[src/rtl/mdio_pkg.sv]
package mdio_pkg;

    localparam int FRAME_BITS = 64;
    localparam int TA_FIRST   = 46;   // position of first turnaround bit in frame
    localparam int DATA_FIRST = 48;   // position of first data bit in frame

    typedef enum logic [1:0] {
        OPC_WRITE = 2'b01,
        OPC_READ  = 2'b10
    } mdio_opc_e;

    typedef struct packed {
        logic        is_wr;
        logic [4:0]  phy;
        logic [4:0]  regn;
        logic [15:0] data;
    } mdio_cmd_t;

    function automatic mdio_cmd_t cmd_from_word(logic [31:0] w);
        mdio_cmd_t c;
        c.is_wr = w[30];
        c.phy   = w[28:24];
        c.regn  = w[20:16];
        c.data  = w[15:0];
        return c;
    endfunction

    function automatic logic [31:0] word_from_cmd(logic busy, mdio_cmd_t c);
        return {busy, c.is_wr, 1'b0, c.phy, 3'b000, c.regn, c.data};
    endfunction

    function automatic logic [FRAME_BITS-1:0] frame_from_cmd(mdio_cmd_t c);
        mdio_opc_e opc;
        opc = c.is_wr ? OPC_WRITE : OPC_READ;
        return {32'hFFFF_FFFF, 2'b01, opc, c.phy, c.regn, 2'b10, c.data};
    endfunction

endpackage

[src/rtl/mdio_clkgen.sv]
module mdio_clkgen #(
    parameter int HALF = 25
) (
    input  logic clk,
    input  logic rst,
    input  logic run,
    output logic mdc,
    output logic drive_tick,
    output logic sample_tick
);
    localparam int CW       = (HALF < 2) ? 1 : $clog2(HALF);
    localparam int DRIVE_AT = HALF / 2;

    logic [CW-1:0] cnt;

    always_ff @(posedge clk) begin
        if (rst || !run) begin
            cnt         <= '0;
            mdc         <= 1'b0;
            drive_tick  <= 1'b0;
            sample_tick <= 1'b0;
        end else begin
            drive_tick  <= !mdc && (cnt == CW'(DRIVE_AT));
            sample_tick <= 1'b0;
            if (cnt == CW'(HALF - 1)) begin
                cnt         <= '0;
                mdc         <= ~mdc;
                sample_tick <= !mdc;
            end else begin
                cnt <= cnt + 1'b1;
            end
        end
    end

    // a drive slot only ever falls inside the low phase
    assert_drive_in_low_R8: assert property (@(posedge clk) disable iff (rst)
        drive_tick |-> !mdc);

endmodule

[src/rtl/mdio_shifter.sv]
module mdio_shifter
    import mdio_pkg::*;
(
    input  logic        clk,
    input  logic        rst,
    input  logic        start,
    input  mdio_cmd_t   cmd,
    input  logic        drive_tick,
    input  logic        sample_tick,
    input  logic        mdio_i,
    output logic        run,
    output logic        mdio_o,
    output logic        mdio_oe,
    output logic        done,
    output logic [15:0] rd_data
);
    logic [FRAME_BITS-1:0] sh;
    logic [6:0]            cnt;
    logic                  is_wr;
    logic                  active;

    always_ff @(posedge clk) begin
        if (rst) begin
            sh      <= '0;
            cnt     <= '0;
            is_wr   <= 1'b0;
            active  <= 1'b0;
            mdio_o  <= 1'b0;
            mdio_oe <= 1'b0;
            done    <= 1'b0;
            rd_data <= '0;
        end else begin
            done <= 1'b0;
            if (start && !active) begin
                active <= 1'b1;
                sh     <= frame_from_cmd(cmd);
                cnt    <= '0;
                is_wr  <= cmd.is_wr;
            end else if (active) begin
                if (drive_tick) begin
                    if (cnt == 7'(FRAME_BITS)) begin
                        active  <= 1'b0;
                        mdio_oe <= 1'b0;
                        mdio_o  <= 1'b0;
                        done    <= 1'b1;
                    end else begin
                        mdio_o  <= sh[FRAME_BITS-1];
                        mdio_oe <= is_wr || (cnt < 7'(TA_FIRST));
                        sh      <= {sh[FRAME_BITS-2:0], 1'b0};
                        cnt     <= cnt + 1'b1;
                    end
                end
                if (sample_tick && !is_wr && (cnt > 7'(DATA_FIRST))) begin
                    rd_data <= {rd_data[14:0], mdio_i};
                end
            end
        end
    end

    assign run = active;

    // line released from the turnaround onward on reads
    assert_read_release_R5: assert property (@(posedge clk) disable iff (rst)
        active && !is_wr && (cnt > 7'(TA_FIRST)) |-> !mdio_oe);

endmodule

[src/rtl/mdio_master.sv]
module mdio_master
    import mdio_pkg::*;
#(
    parameter int MDC_HALF = 25
) (
    input  logic        clk,
    input  logic        rst,
    input  logic        host_wr,
    input  logic [31:0] host_wdata,
    output logic [31:0] host_rdata,
    output logic        mdc,
    input  logic        mdio_i,
    output logic        mdio_o,
    output logic        mdio_oe
);
    localparam int HALF_EFF = (MDC_HALF < 2) ? 2 : MDC_HALF;

    mdio_cmd_t   cmd_q;
    logic        busy_q;
    logic        start;
    logic        run;
    logic        drive_tick;
    logic        sample_tick;
    logic        done;
    logic [15:0] rd_data;

    assign start = host_wr && !busy_q && host_wdata[31];

    always_ff @(posedge clk) begin
        if (rst) begin
            cmd_q  <= '0;
            busy_q <= 1'b0;
        end else if (done) begin
            busy_q <= 1'b0;
            if (!cmd_q.is_wr) cmd_q.data <= rd_data;
        end else if (host_wr && !busy_q) begin
            cmd_q  <= cmd_from_word(host_wdata);
            busy_q <= host_wdata[31];
        end
    end

    assign host_rdata = word_from_cmd(busy_q, cmd_q);

    mdio_clkgen #(.HALF(HALF_EFF)) u_clk (
        .clk        (clk),
        .rst        (rst),
        .run        (run),
        .mdc        (mdc),
        .drive_tick (drive_tick),
        .sample_tick(sample_tick)
    );

    mdio_shifter u_shift (
        .clk        (clk),
        .rst        (rst),
        .start      (start),
        .cmd        (cmd_from_word(host_wdata)),
        .drive_tick (drive_tick),
        .sample_tick(sample_tick),
        .mdio_i     (mdio_i),
        .run        (run),
        .mdio_o     (mdio_o),
        .mdio_oe    (mdio_oe),
        .done       (done),
        .rd_data    (rd_data)
    );

    assert_idle_release_R1: assert property (@(posedge clk) disable iff (rst)
        !host_rdata[31] |-> !mdio_oe);

    assert_start_busy_R3: assert property (@(posedge clk) disable iff (rst)
        host_wr && host_wdata[31] && !host_rdata[31] |=> host_rdata[31]);

    assert_ignore_busy_R7: assert property (@(posedge clk) disable iff (rst)
        host_rdata[31] && host_wr && !done |=> $stable(host_rdata[30:0]));

    assert_change_low_R8: assert property (@(posedge clk) disable iff (rst)
        (!$stable(mdio_o) || !$stable(mdio_oe)) |-> !mdc);

    assert_done_when_busy_R6: assert property (@(posedge clk) disable iff (rst)
        done |-> host_rdata[31]);

endmodule

[config.mk]
export PLATFORM = sky130hd
export DESIGN_NAME = mdio_master
export DESIGN_NICKNAME = d
export VERILOG_FILES = /design/src/rtl/mdio_pkg.sv /design/src/rtl/mdio_clkgen.sv /design/src/rtl/mdio_shifter.sv /design/src/rtl/mdio_master.sv
export SDC_FILE = /design/constraint.sdc
export NUM_CORES = 1
export LEC_CHECK = 0
export CORE_ASPECT_RATIO = 1.25
export CORE_MARGIN = 2
export CORE_UTILIZATION = 40
export CTS_CLUSTER_DIAMETER = 120
export DETAILED_ROUTE_END_ITERATION = 6
export PLACE_DENSITY = 0.68
export SLEW_MARGIN = 20
export SYNTH_ARGS = -nofsm -noshare
export SYNTH_HDL_FRONTEND = slang
export SYNTH_SLANG_ARGS = --single-unit
[constraint.sdc]
create_clock -name clk -period 2.9 [get_ports clk]
set_input_delay 0.29 -clock clk [delete_from_list [all_inputs] [get_ports clk]]
set_output_delay 0.29 -clock clk [all_outputs]
set_load 0.02 [all_outputs]
Word-level counts from Yosys, hierarchy flattened --
Index checks and enable logic that the tools add are counted.
Storage, ports and cells: bits in latches 0, memories kept 0, word-level logic and storage cells 75, ROM bits 0, register bits after elaboration 128, bits in writable memories 0, input port bits 36
Cells by class: reduce and logical (&&, ||, !) cells 26, multipliers 0, equality and inequality tests 5, multiplexer cells 15, $lt $le $gt $ge 2, bitwise gates (word level) 7, shift operators 0, divide/modulo/power cells 0, add/sub/neg operators 2
Operator list (count):
- $mux W64 | 4
- $mux W16 | 3
- $reduce_and A3 Y1 | 4
- $reduce_or A2 Y1 | 4
- $add A7 B1 Y7 const B | 1
- $eq A7 B7 Y1 const B | 1
- $gt A7 B6 Y1 const B | 1
- $lt A7 B6 Y1 const B | 1
- $mux W1 | 7
- $not A1 Y1 | 7
- $logic_and A1 B1 Y1 | 6
- $reduce_bool A2 Y1 | 3
- $add A5 B1 Y5 const B | 1
- $eq A5 B4 Y1 const B | 1
- $eq A5 B5 Y1 const B | 1
- $logic_not A1 Y1 | 4
- $reduce_and A2 Y1 | 2
- $reduce_or A4 Y1 | 1
- $logic_or A1 B1 Y1 | 2
- $mux W2 | 1
- $ne A2 B1 Y1 const B | 1
- $ne A2 B2 Y1 const B | 1

Logic depth before layout (Yosys ltp) --
word-level depth 6, mapped depth 8, depth with buffers taken out 6

By module --
Synthesis repeated with hierarchy kept, for this count alone.
Unflattened totals: cells, all modules 592, area, all modules 5351.4 um^2
Modules (own cells, without submodules):
- mdio_shifter | area an instance 3580.9 um^2, times used 1, cells an instance 410, sequential area each 1841.8 um^2
- mdio_master | area an instance 1448.9 um^2, times used 1, cells an instance 151, sequential area each 560.5 um^2
- mdio_clkgen | area an instance 321.6 um^2, times used 1, cells an instance 31, sequential area each 160.2 um^2

Worst setup path after synthesis --
OpenSTA, ideal clock, no wires.
path type register -> register, start register u_shift.cnt[0], end register u_shift.rd_data[10], path slack 1.135 ns, required time 2.828 ns, cell stages (with the launch flop) 8, library setup time 0.072 ns, arrival time 1.693 ns, path buffers 1, path through dfxtp_1 > inv_1 > ha_1 > or3b_4 > a31oi_2 > nor3_4 > buf_6 > mux2i_1
On the way: word-level cells in the longest chain between the ends 3
Ends and longest elaborated chain:
- start, declared | line mdio_shifter.sv:18 | logic [6:0] cnt;
- start signal, assigned | line mdio_shifter.sv:50 | cnt <= cnt + 1'b1;
- $gt A7 B6 Y1 | line mdio_shifter.sv:53 | if (sample_tick && !is_wr && (cnt > 7'(DATA_FIRST))) begin
- $logic_and A1 B1 Y1 | line mdio_shifter.sv:53
- $reduce_and A3 Y1 (no line)
- end signal, assigned | line mdio_shifter.sv:54 | rd_data <= {rd_data[14:0], mdio_i};
- end, declared | line mdio_shifter.sv:15 | output logic [15:0] rd_data
Every way passes these cells. A chain may end at the register's enable or synchronous reset.

Worst setup path after layout --
start register u_shift.cnt[0], end register u_shift.sh[28]
On the way: word-level cells in the longest chain between the ends 3
Ends and longest elaborated chain:
- $eq A7 B7 Y1 | line mdio_shifter.sv:41 | if (cnt == 7'(FRAME_BITS)) begin
- $ne A2 B1 Y1 (no line)
- $reduce_and A3 Y1 (no line)
- end signal, assigned | line mdio_shifter.sv:36 | sh <= frame_from_cmd(cmd);
- end signal, assigned | line mdio_shifter.sv:49 | sh <= {sh[FRAME_BITS-2:0], 1'b0};
- end, declared | line mdio_shifter.sv:17 | logic [FRAME_BITS-1:0] sh;
Every way passes these cells.

==> flow_metrics.tcl <==
set metrics [dict create \
    crit_path_end_kind "register" \
    grt_start_max_net_pins 65 \
    clock_path_buffers 2 \
    finalCritPeriodShare 0.763 \
    synthCells 565 \
    dr.pass1.iters 5 \
    nets 654 \
    min_period_ns 2.21 \
    reg2reg_depth 7 \
    routed_wirelength_um 11000 \
    drtAntennaViolNets 0 \
    start_kind "register" \
    overflow 0 \
    crit_path_top_delay_cell "o21ai_4" \
    antenna_found_initial 0 \
    grt_use_total 0.165 \
    cts_root_buf "clkbuf_16" \
    die_h_um 131 \
    max-cap-violations 0 \
    reg2reg_setup_slack_ns 0.69 \
    synth-edff-count 0 \
    hp-class "in -> reg" \
    fmax_ghz 0.452 \
    dp_cells 763 \
    multi_input_area_um2 2320 \
    required_ns 3.21 \
    ys_warn_count 0 \
    dieArea_um2 13800 \
    synth-seq-area-share 0.499 \
    vias 4110 \
    synth_area_leader_cell "dfxtp_1" \
    place.gp.congestion 0.784 \
    synthTopCellsByArea "dfxtp_1 50%, mux2i_1 8.4%, nor3_1 7.5%, nor2_1 6.5%, a21oi_1 3.1%" \
    ctsHoldBuffers 0 \
    maxSlewViolCount 0 \
    tightest_slew_ns 0.624 \
    finalNonFillerCells 795 \
    crit_path_max_fanout 19 \
    io_buffers 62 \
    holdWs_ns 0.405 \
    final-hold-violation-count 0 \
    cts_max_level 4 \
    ctsResizeCount 0 \
    crit_family "simple AND/OR/NAND/NOR gates" \
    cts_tree "done" \
    p_per_area_nw_per_um2 678 \
    synth_seq_cells 128 \
    cts_setup_buffers 0 \
    fillCellCount 1147 \
    ir_worst_vdd_mv 0.362 \
    synth_most_common_cell "dfxtp_1" \
    vias_per_cell 5.17 \
    area_growth_pct 25.8 \
    final_area_um2 6460 \
    critPathKind "reg -> reg" \
    worstHoldPathCells 2 \
    insertion_delay_ns 0.41 \
    start_util 0.407 \
    max_stage_delay_ns 0.48 \
    status "complete, no violations" \
    slew-limit-headroom 0.584 \
    diodes 0 \
    rsz0062_at_grt "false" \
    regArea_um2 2560 \
    synth_ff_type "dfxtp_1" \
    synth.distinct_cells 40 \
    critPathArrivalTime_ns 2.52 \
    synth.top_cells.by_count "128 x dfxtp_1, 89 x nor2_1, 77 x nor3_1" \
    fin_tns_setup_ns 0 \
    core_area_um2 12600 \
    netlist.area_leader.share 0.499 \
    leakage_nw 2.33 \
    final_layout_size_suffix_gt1_frac 0.0877 \
    die_w_um 105 \
    numClockSinks 128 \
    cp_num_cells 7 \
    numCtsBuffers 17 \
    path_buf_inv 2 \
    grt_pass1_vias 3904 \
    clk_pin_slew_ns 0.06 \
    avgSynthCellArea_um2 9.08 \
    crit_chain "inv_1 > ha_1 > or3b_4 > o21ai_4 > buf_4 > nor2_1 > nor4_1" \
    dpl-instance-area_um2 5860 \
    io_pins 71 \
    post-route-drc-count 0 \
    syn_area_um2 5130 \
    rows 46 \
    wl_per_cell_um 13.8 \
    skew_ns 0.0118 \
    async_reset_ff_frac 0 \
    grt_pass1_wl_um 18500 \
    dp_hpwl_um 7010 \
    setup_violations 0 \
    drt_iter0_markers 168 \
]
## cell type report
cell class | instances | share of cell area
Sequential cell | 128 | 0.397
Inverter | 6 | 0.00349
Timing Repair Buffer | 75 | 0.115
Multi-Input combinational cell | 386 | 0.360
Tap cell | 168 | 0.0326
Clock buffer | 18 | 0.0680
Clock inverter | 14 | 0.0244
## cell families (layout without fill, tap and decap cells)
family	Yosys count	in the layout	synth area share
multiplexers	44	44	0.0861
AND/OR/NAND/NOR	247	247	0.231
buffers and inverters	54	113	0.0556
XOR/XNOR	8	8	0.0137
other	1	4	0.000731
adder cells (fa/ha/maj)	4	4	0.00975
AO/OA/AOI/OAI	79	79	0.104
flip-flops	128	128	0.499
## stage by stage
stage / utilization / setup WS (ns) / power (mW)
5_1_grt: 0.512 / 0.463 / 4.55
6_report: 0.512 / 0.688 / 4.38
3_5_place_dp: 0.465 / 0.707 / 2.30
3_3_place_gp: 0.465 / 0.779 / 2.29
2_1_floorplan: - / 1.14 / 2.15
4_1_cts: 0.512 / 0.678 / 4.42
## routing by layer
layer	vias up	global-route usage	wire length [um]
met2	95	0.286	5500
met5	-	0	0
met1	1937	0.196	4890
met4	0	0.0518	80
li1	2073	-	-
met3	5	0.0521	511
## layout by cell type (no fill, tap or decap), drive strengths merged, types with 6 or more instances in the layout
cell	n
a21oi	33
mux2i	43
nor2	89
clkdlybuf4s50	61
buf	14
nor3	78
a211oi	16
clkbuf	18
clkinvlp	6
nand3	24
a22oi	18
nand2	20
nand2b	20
inv	9
dfxtp	128
## power by group
group | internal, mW | leakage (nW) | switching [mW]
registers | 1.85 | 1.05 | 0.0499
logic | 0.180 | 1.01 | 0.190
clock network | 1.30 | 0.272 | 0.812
total | 3.32 | 2.33 | 1.05
## flip-flops by register name, indices dropped and copies added, names as in the netlist, 5 cells and up
register	cells
host_rdata	27
u_clk.cnt	5
u_shift.cnt	7
u_shift.rd_data	16
u_shift.sh	64
## worst register-to-register path: stages, from the launching register on
cell     delay [ns]
dfxtp_1        0.35
inv_1          0.07
ha_1           0.14
or3b_4         0.41
o21ai_4        0.48
buf_4          0.34
nor2_1         0.06
nor4_1         0.26
## path summary, 6_finish.rpt
| path | startpoint | to |
|---|---|---|
| worst min-delay path | rst | host_rdata[17]$_SDFFE_PP0P_ |
| worst max register to register | u_shift.cnt[0]$_SDFFE_PP0P_ | u_shift.sh[28]$_SDFFE_PP0P_ |
| worst min register to register | u_shift.mdio_o$_SDFFE_PP0P_ | u_shift.mdio_o$_SDFFE_PP0P_ |
| worst max-delay path | u_shift.cnt[0]$_SDFFE_PP0P_ | u_shift.sh[28]$_SDFFE_PP0P_ |
(Power assumes the default switching activity.)
